==> src/rtl/rdly_pkg.sv <==
package rdly_pkg;

    localparam int WORD_W     = 32;
    localparam int WORD_BYTES = 4;

    localparam logic [WORD_W-1:0] FILL_WORD = 32'h1F1F_1F1F;

    localparam logic [3:0] SAFE_COARSE = 4'd7;
    localparam logic [3:0] SAFE_FINE   = 4'd4;
    localparam logic [WORD_W-1:0] SAFE_DLY =
        {16'h0000, SAFE_COARSE, SAFE_FINE, SAFE_COARSE, SAFE_FINE};

    typedef enum logic [2:0] {
        ST_IDLE,
        ST_SAFE,
        ST_FILL,
        ST_PATT,
        ST_CAND,
        ST_READ,
        ST_DONE
    } phase_e;

    typedef struct packed {
        logic [WORD_W-1:0] cand;
        logic [WORD_W-1:0] bias;
    } test_cfg_t;

    function automatic logic [WORD_W-1:0] pattern_word(
        input logic [WORD_W-1:0] addr,
        input logic [WORD_W-1:0] idx,
        input logic [WORD_W-1:0] bias
    );
        return addr + idx + bias;
    endfunction

endpackage

==> src/rtl/rdly_region_walk.sv <==
module rdly_region_walk #(
    parameter int ADDR_W       = 32,
    parameter int REGION_BYTES = 4096
) (
    input  logic              clk,
    input  logic              rst,
    input  logic              load,
    input  logic              advance,
    input  logic [ADDR_W-1:0] size_i,
    output logic [ADDR_W-1:0] offset_o,
    output logic              none_o,
    output logic              last_o
);
    localparam int STRIDE_SHIFT = 6;
    localparam logic [ADDR_W:0] REGION_EXT = (ADDR_W+1)'(REGION_BYTES);

    logic [ADDR_W-1:0] size_q;
    logic [ADDR_W-1:0] offset_q;
    logic [ADDR_W-1:0] stride;
    logic [ADDR_W:0]   next_ext;
    logic [ADDR_W:0]   limit_ext;

    always_comb begin
        stride    = size_q >> STRIDE_SHIFT;
        next_ext  = {1'b0, offset_q} + {1'b0, stride};
        limit_ext = {1'b0, size_q} - REGION_EXT;
        none_o    = ({1'b0, size_q} <= REGION_EXT);
        last_o    = (stride == '0) || (next_ext >= limit_ext);
        offset_o  = offset_q;
    end

    always_ff @(posedge clk) begin
        if (rst) begin
            size_q   <= '0;
            offset_q <= '0;
        end else if (load) begin
            size_q   <= size_i;
            offset_q <= '0;
        end else if (advance) begin
            offset_q <= next_ext[ADDR_W-1:0];
        end
    end
endmodule

==> src/rtl/rdly_word_seq.sv <==
module rdly_word_seq #(
    parameter int WORDS = 1024,
    localparam int IDX_W = (WORDS > 1) ? $clog2(WORDS) : 1
) (
    input  logic             clk,
    input  logic             rst,
    input  logic             clear,
    input  logic             step,
    output logic [IDX_W-1:0] idx_o,
    output logic             last_o
);
    localparam logic [IDX_W-1:0] LAST_IDX = IDX_W'(WORDS - 1);

    logic [IDX_W-1:0] idx_q;

    assign idx_o  = idx_q;
    assign last_o = (idx_q == LAST_IDX);

    always_ff @(posedge clk) begin
        if (rst || clear) begin
            idx_q <= '0;
        end else if (step) begin
            idx_q <= last_o ? '0 : idx_q + 1'b1;
        end
    end
endmodule

==> src/rtl/rdly_pattern.sv <==
module rdly_pattern
    import rdly_pkg::*;
#(
    parameter int ADDR_W = 32,
    parameter int IDX_W  = 10
) (
    input  logic [ADDR_W-1:0] offset_i,
    input  logic [IDX_W-1:0]  idx_i,
    input  logic [WORD_W-1:0] bias_i,
    output logic [ADDR_W-1:0] addr_o,
    output logic [WORD_W-1:0] expect_o
);
    always_comb begin
        addr_o   = offset_i + ADDR_W'(idx_i) * ADDR_W'(WORD_BYTES);
        expect_o = pattern_word(WORD_W'(addr_o), WORD_W'(idx_i), bias_i);
    end
endmodule

==> src/rtl/rdly_pattern_tester.sv <==
module rdly_pattern_tester
    import rdly_pkg::*;
#(
    parameter int ADDR_W     = 32,
    parameter int LINE_BYTES = 32,
    parameter int LINES      = 128
) (
    input  logic              clk,
    input  logic              rst,
    input  logic              start,
    input  logic [31:0]       cand_dly,
    input  logic [31:0]       bias,
    input  logic [ADDR_W-1:0] mem_size,
    output logic              done,
    output logic              fail,
    output logic              mem_req,
    output logic              mem_we,
    output logic [ADDR_W-1:0] mem_addr,
    output logic [31:0]       mem_wdata,
    input  logic              mem_ack,
    input  logic [31:0]       mem_rdata,
    output logic              dly_we,
    output logic [31:0]       dly_wdata
);
    localparam int REGION_BYTES = LINE_BYTES * LINES;
    localparam int WORDS        = REGION_BYTES / WORD_BYTES;
    localparam int IDX_W        = (WORDS > 1) ? $clog2(WORDS) : 1;

    phase_e      state_q, state_d;
    test_cfg_t   cfg_q;
    logic        fail_q;

    logic              accept;
    logic              acc_done;
    logic              mismatch;
    logic              walk_adv;
    logic [ADDR_W-1:0] region_off;
    logic              walk_none;
    logic              walk_last;
    logic [IDX_W-1:0]  word_idx;
    logic              word_last;
    logic [ADDR_W-1:0] word_addr;
    logic [31:0]       expect_word;

    assign accept   = (state_q == ST_IDLE) && start;
    assign acc_done = mem_req && mem_ack;
    assign mismatch = (state_q == ST_READ) && acc_done && (mem_rdata != expect_word);
    assign walk_adv = (state_q == ST_READ) && acc_done && !mismatch
                      && word_last && !walk_last;

    rdly_region_walk #(
        .ADDR_W      (ADDR_W),
        .REGION_BYTES(REGION_BYTES)
    ) i_walk (
        .clk     (clk),
        .rst     (rst),
        .load    (accept),
        .advance (walk_adv),
        .size_i  (mem_size),
        .offset_o(region_off),
        .none_o  (walk_none),
        .last_o  (walk_last)
    );

    rdly_word_seq #(
        .WORDS(WORDS)
    ) i_seq (
        .clk   (clk),
        .rst   (rst),
        .clear (accept),
        .step  (acc_done),
        .idx_o (word_idx),
        .last_o(word_last)
    );

    rdly_pattern #(
        .ADDR_W(ADDR_W),
        .IDX_W (IDX_W)
    ) i_pat (
        .offset_i(region_off),
        .idx_i   (word_idx),
        .bias_i  (cfg_q.bias),
        .addr_o  (word_addr),
        .expect_o(expect_word)
    );

    always_comb begin
        state_d = state_q;
        unique case (state_q)
            ST_IDLE: if (start) state_d = ST_SAFE;
            ST_SAFE: state_d = walk_none ? ST_DONE : ST_FILL;
            ST_FILL: if (acc_done && word_last) state_d = ST_PATT;
            ST_PATT: if (acc_done && word_last) state_d = ST_CAND;
            ST_CAND: state_d = ST_READ;
            ST_READ: begin
                if (mismatch) begin
                    state_d = ST_DONE;
                end else if (acc_done && word_last) begin
                    state_d = walk_last ? ST_DONE : ST_SAFE;
                end
            end
            ST_DONE: state_d = ST_IDLE;
            default: state_d = ST_IDLE;
        endcase
    end

    always_ff @(posedge clk) begin
        if (rst) begin
            state_q <= ST_IDLE;
            cfg_q   <= '0;
            fail_q  <= 1'b0;
        end else begin
            state_q <= state_d;
            if (accept) begin
                cfg_q.cand <= cand_dly;
                cfg_q.bias <= bias;
                fail_q     <= 1'b0;
            end else if (mismatch) begin
                fail_q <= 1'b1;
            end
        end
    end

    always_comb begin
        mem_req   = (state_q == ST_FILL) || (state_q == ST_PATT) || (state_q == ST_READ);
        mem_we    = (state_q == ST_FILL) || (state_q == ST_PATT);
        mem_addr  = word_addr;
        mem_wdata = (state_q == ST_FILL) ? FILL_WORD : expect_word;
        dly_we    = ((state_q == ST_SAFE) && !walk_none) || (state_q == ST_CAND);
        dly_wdata = (state_q == ST_CAND) ? cfg_q.cand : SAFE_DLY;
        done      = (state_q == ST_DONE);
        fail      = fail_q;
    end
endmodule

==> config.mk <==
export PLATFORM = sky130hd
export DESIGN_NAME = rdly_pattern_tester
export DESIGN_NICKNAME = d
export VERILOG_FILES = /design/src/rtl/rdly_pkg.sv /design/src/rtl/rdly_region_walk.sv /design/src/rtl/rdly_word_seq.sv /design/src/rtl/rdly_pattern.sv /design/src/rtl/rdly_pattern_tester.sv
export SDC_FILE = /design/constraint.sdc
export NUM_CORES = 1
export LEC_CHECK = 0
export CORE_MARGIN = 2
export CORE_UTILIZATION = 40
export DETAILED_ROUTE_END_ITERATION = 8
export DONT_BUFFER_PORTS = 1
export PLACE_DENSITY_LB_ADDON = 0.12
export SLEW_MARGIN = 20
export SYNTH_ARGS = -nofsm -noshare
export SYNTH_HDL_FRONTEND = slang
export SYNTH_SLANG_ARGS = --single-unit
==> constraint.sdc <==
create_clock -name clk -period 7.1 [get_ports clk]
set_input_delay 1.065 -clock clk [delete_from_list [all_inputs] [get_ports clk]]
set_output_delay 1.065 -clock clk [all_outputs]
set_load 0.005 [all_outputs]
==> results.cfg, run 1 <==
[status]
status = finished, final reports clean

[sta]
setup_ws_ns = 0.3827
tightest_slew_ns = 1.030
hold_viol = 0
min_period_over_period_pct = 94.61
period_minus_slack_ns = 6.717
setup_viol = 0
fmax_ghz = 0.1489
fin_tns_setup_ns = 0
final_max_slew_viol_count = 0
finalClockSkew_ns = 0.01887
slew_headroom_pct = 31.31
grt_setup_unrepaired = false

[global_routing]
grt.total_usage_pct = 23.37
antenna_found_initial = 0
grt-ovfl-total = 0
grt_pass1_wl_mm = 61.00
grt_pass1_vias = 11050
grt_max_degree = 111

[setup_path]
cp_data_arrival_time_ns = 5.65
critPathLaunchType = flip-flop
worstPathMaxFanout = 10
setup.worst_path.end = mem_wdata[31]
crit_type = reg -> out
setup.worst_path.start = i_walk.offset_o[2]$_SDFFE_PP0P_
cp.required_ns = 6.03
r2r-end = i_walk.offset_o[21]$_SDFFE_PP0P_
rrSetupSlack_ns = 0.53
r2r_cells = 25
rr_startpoint = i_walk.offset_o[2]$_SDFFE_PP0P_
endpoint_kind = output port

[placement]
place_ws_ns = 0.1335
port_buffers = 0
dp_hpwl_mm = 30.32
place_congestion = 0.9385

[layout]
multi_input_area_um2 = 9134
nNetsFinal = 1864
final_cell_mix = nand2_1, a21oi_1, dfxtp_1
drive_gt1_share_pct = 7.090
fillCellCount = 3191
area_growth_pct = 7.784
seqCellArea_um2 = 2843
fin_util_pct = 43.89
final_common_cell = nand2_1
n_antenna_cell = 0

[cts]
cts_root_buffer = clkbuf_16
ctsHoldBuffers = 0
clkTransAtPathRegs_ns = 0.06
clock_path_buffers = 2
cts_tree = yes
clock_latency_ns = 0.44
htreeDepth = 4
cts_made_buffers = 17
clock-sinks = 142

[power_and_ir_drop]
leakagePower_uw = 0.005753
power.density_nw_per_um2 = 259.0
vdd_drop_max_mv = 0.1897

[synthesis]
synth-seq-cells = 142
yosysWarnings = 0
synth_async_sr_flop_share_pct = 0
syn_inst = 1633
ys_seq_area_share_pct = 22.76
netlist-cell-type-count = 94
synth_nets = 1902
synth_edf_count = 0
synthFlopType = dfxtp_1
syn_area_per_cell_um2 = 7.648
synth_area_um2 = 12490

[drt]
num_vias = 11280
wl_per_cell_um = 19.26
vias_per_cell = 5.629
wl_mm = 38.60
drc = 0
drt-initial-drc-count = 643
dr.pass1.iters = 6
antenna_left = 0

[hold_path]
holdPathStages = 2
min_path_type = reg -> reg

[die]
placementRows = 64
pin_count = 233
die_width_um = 180.7
start_util_pct = 40.72
core-area_um2 = 30670
dieArea_um2 = 32650
die_y_um = 180.7

[flow_run]
maxCapViolCount = 0
-- sequential cells by signal, indices dropped and copies added, names as in the netlist --
| name | flops |
|---|---|
| cfg_q | 64 |
| i_walk.offset_o | 32 |
| i_seq.idx_o | 10 |
| state_q | 3 |
| i_walk.size_q | 32 |
| fail | 1 |
-- synthesized netlist by cell type (22+ instances only) --
library cell	number	area share [%]
dfxtp_1	142	23
nand2b_1	24	1.2
and2_1	37	1.9
mux2i_1	37	3.0
nand2_1	326	9.8
nand3_1	36	1.4
clkbuf_1	53	1.6
nand4_1	22	1.1
nor3_1	30	1.2
o21ai_0	37	1.5
nor2_1	104	3.1
a21oi_1	169	6.8
ha_1	124	12
inv_1	59	1.8
xor2_1	49	3.4
xnor2_1	81	5.7
a21o_1	32	1.9
-- layout make-up --
class                           instances  area share [%]
Clock buffer                           18           3.262
Tap cell                              396           3.681
Multi-Input combinational cell       1352           67.85
Sequential cell                       142           21.12
Clock inverter                         14           1.069
Timing Repair Buffer                   23           1.376
Inverter                               59           1.645
-- layer usage --
metal / wire, um / share of wire, % / vias up / GRT usage (%)
li1: - / - / 5677 / -
met1: 18110 / 47 / 5270 / 31.01
met2: 17660 / 46 / 292 / 38.19
met3: 2119 / 5.5 / 41 / 4.858
met4: 714 / 1.8 / 0 / 6.871
met5: 0 / 0 / - / 0
-- critical path, stage by stage (launching register included) --
cell       delay [ns]
dfxtp_1          0.34
ha_1             0.23
fa_1             0.41
a21o_1           0.19
a21oi_2          0.17
o21bai_1         0.08
a21oi_1          0.23
o21bai_1         0.11
a21oi_2          0.18
xnor2_1          0.29
ha_1             0.34
ha_1             0.49
nand2_1          0.25
a2111oi_4        0.43
a221oi_4         0.16
o21a_1           0.25
o31ai_4          0.36
nand3_1          0.14
a31oi_1          0.22
xnor2_1          0.16
nor2_1           0.20
-- report_power, final --
group,internal [uW],switching (uW)
logic,557,974
registers,924,133
clock network,503,394
total,1980,1500
-- metrics by stage --
step / cells / cell area, um^2 / total power [uW] / hold WS (ns)
after global routing: 2004 / 13460 / 3765 / 0.4657
after global placement: 1970 / 12770 / 2582 / 0.4334
after CTS: 2002 / 13360 / 3516 / 0.4454
after floorplan: 1633 / 12490 / 2208 / 0.4312
after detailed placement: 1970 / 12770 / 2604 / 0.4367
final: 2004 / 13460 / 3487 / 0.4490
-- what timing repair did --
action	in CTS	in global routing
resized for setup	1	21
buffers inserted	0	2
pin swaps	0	4
setup endpoints to repair	1	38
-- worst min path at each step --
stage | from | endpoint
after floorplan | cfg_q[34]$_SDFFE_PP0P_ | cfg_q[34]$_SDFFE_PP0P_
after detailed placement | cfg_q[38]$_SDFFE_PP0P_ | cfg_q[38]$_SDFFE_PP0P_
after global routing | cfg_q[38]$_SDFFE_PP0P_ | cfg_q[38]$_SDFFE_PP0P_
final | cfg_q[38]$_SDFFE_PP0P_ | cfg_q[38]$_SDFFE_PP0P_
after global placement | cfg_q[37]$_SDFFE_PP0P_ | cfg_q[37]$_SDFFE_PP0P_
after CTS | cfg_q[38]$_SDFFE_PP0P_ | cfg_q[38]$_SDFFE_PP0P_
-- logic make-up after synthesis --
logic type / after synthesis / synth area share (%)
and+or+nand+nor: 665 / 24.92
buffers and inverters: 139 / 5.039
adders and majority gates: 137 / 14.51
DFF: 142 / 22.76
AOI/OAI and AO/OA: 379 / 20.15
muxes: 39 / 3.146
xor gates and xnor gates: 132 / 9.477
No activity file was read; power rests on OpenSTA's default activity.
==> inputs of run 2 (changes only) <==
REMOVE_ABC_BUFFERS = 1   (was not set)
==> results.cfg, run 2 (synthesis results as in run 1) <==
[status]
status = finished, final reports clean

[global_routing]
grt_pass1_vias = 10850
grt_pass1_wl_mm = 59.33
grt.total_usage_pct = 22.37
grt_max_degree = 111
grt-ovfl-total = 0
antenna_found_initial = 0

[setup_path]
critPathLaunchType = flip-flop
worstPathMaxFanout = 9
crit_type = reg -> out
slowest_stage = fa_1
endpoint_kind = output port
slowest_delay_ns = 0.41
path_cells = ha_1, fa_1, a21o_1, a21oi_1, o21bai_1, a21oi_1, o21bai_1, a21oi_1, o21bai_1, a21oi_2, nand2b_4, nor2_1, xor2_1, ha_1, ha_2, and3_2, and3_1, nor2_1, o31ai_4, nand3_1, a31oi_2, xnor2_1, nor2_1
cp.required_ns = 6.03
cp_data_arrival_time_ns = 5.67

[cts]
cts_root_buffer = clkbuf_16
clkTransAtPathRegs_ns = 0.06
htreeDepth = 4
clock_latency_ns = 0.43
clock_path_buffers = 2
clock-sinks = 142
cts_tree = yes
cts_made_buffers = 17

[sta]
period_minus_slack_ns = 6.736
fin_tns_setup_ns = 0
fmax_ghz = 0.1485
min_period_over_period_pct = 94.87
hold_viol = 0
final_max_slew_viol_count = 0
slew_headroom_pct = 30.64
setup_viol = 0
setup_ws_ns = 0.3641
finalClockSkew_ns = 0.01045
hold_ws_ns = 0.4412
tightest_slew_ns = 1.040

[die]
die_width_um = 180.7
placementRows = 64
start_util_pct = 40.72
dieArea_um2 = 32650
die_y_um = 180.7
pin_count = 233
core-area_um2 = 30670

[drt]
wl_mm = 37.04
drt-initial-drc-count = 580
num_vias = 11150
antenna_left = 0
vias_per_cell = 5.563
wl_per_cell_um = 18.48
drc = 0
dr.pass1.iters = 5

[power_and_ir_drop]
sw_frac_of_total_pct = 40.07
pwr-share-clk_pct = 28.6
power_frac_seq_pct = 29.2
comb_power_share_pct = 42.2
p_int_uw = 2156
vdd_drop_max_mv = 0.2077
switchingPower_uw = 1441
power.density_nw_per_um2 = 265.5
leakagePower_uw = 0.005820

[layout]
nNetsFinal = 1866
final_cell_mix = nand2_1, a21oi_1, dfxtp_1
design_area_um2 = 13550
drive_gt1_share_pct = 6.965
n_antenna_cell = 0
largest_reg_flops = 64
final_common_cell = nand2_1
area_growth_pct = 8.495
fin_util_pct = 44.18
largest-register = cfg_q

[flow_run]
maxCapViolCount = 0

[placement]
place_congestion = 0.9423
place_ws_ns = 0.05194
dp_hpwl_mm = 29.34
postPlaceCellArea_um2 = 12800
port_buffers = 0

[hold_path]
min_path_type = reg -> reg
## run 2: layout make-up
cell class / instances / area (um^2)
Clock buffer: 19 / 452.9
Tap cell: 396 / 495.5
Inverter: 59 / 221.5
Fill cell: 3166 / 17120
Sequential cell: 142 / 2843
Timing Repair Buffer: 25 / 200.2
Clock inverter: 11 / 212.7
Multi-Input combinational cell: 1352 / 9125
## run 2: metrics by stage
stage,power [uW],cells
after floorplan,2171,1553
after CTS,3630,2003
final,3597,2004
after detailed placement,2586,1973
after global routing,3877,2004
after global placement,2568,1973
## run 2: timing repair
action,in CTS,in global routing
gates resized for setup,1,17
hold buffers,0,0
setup endpoints to repair,1,35
setup buffers,0,1
pin swaps,0,1
gates cloned,0,0
## run 2: final timing paths
kind / startpoint / endpoint / slack (ns) / depth (start not counted)
max: i_walk.offset_o[2]$_SDFFE_PP0P_ / mem_wdata[31] / 0.36 / 23
min: cfg_q[62]$_SDFFE_PP0P_ / cfg_q[62]$_SDFFE_PP0P_ / 0.44 / 2
max reg2reg: i_walk.offset_o[2]$_SDFFE_PP0P_ / i_walk.offset_o[14]$_SDFFE_PP0P_ / 0.51 / 26
min reg2reg: cfg_q[62]$_SDFFE_PP0P_ / cfg_q[62]$_SDFFE_PP0P_ / 0.44 / 2
## run 2: critical path: cells and delay by family (launching register included)
kind,cells,cell delay (ns)
DFF,1,0.33
xor gates and xnor gates,2,0.45
and+or+nand+nor,7,1.25
adders and majority gates,4,1.32
AOI/OAI and AO/OA,10,1.90
## run 2: metal layers
layer  vias up  track usage, %  share of wire [%]
met5         -               0                  0
met4         0           5.355                1.4
met3        33           4.334                5.5
met2       292           35.76                 45
met1      5165           31.00                 48
li1       5659               -                  -
## run 2: power by group through the flow
| stage | clock network, uW | registers (uW) | logic [uW] |
|---|---|---|---|
| 2_1_floorplan | 0 | 1030 | 1150 |
| 3_3_place_gp | 0 | 1060 | 1510 |
| 3_5_place_dp | 0 | 1070 | 1520 |
| 4_1_cts | 1050 | 1050 | 1530 |
| 5_1_grt | 1090 | 1070 | 1720 |
| 6_report | 1030 | 1050 | 1520 |
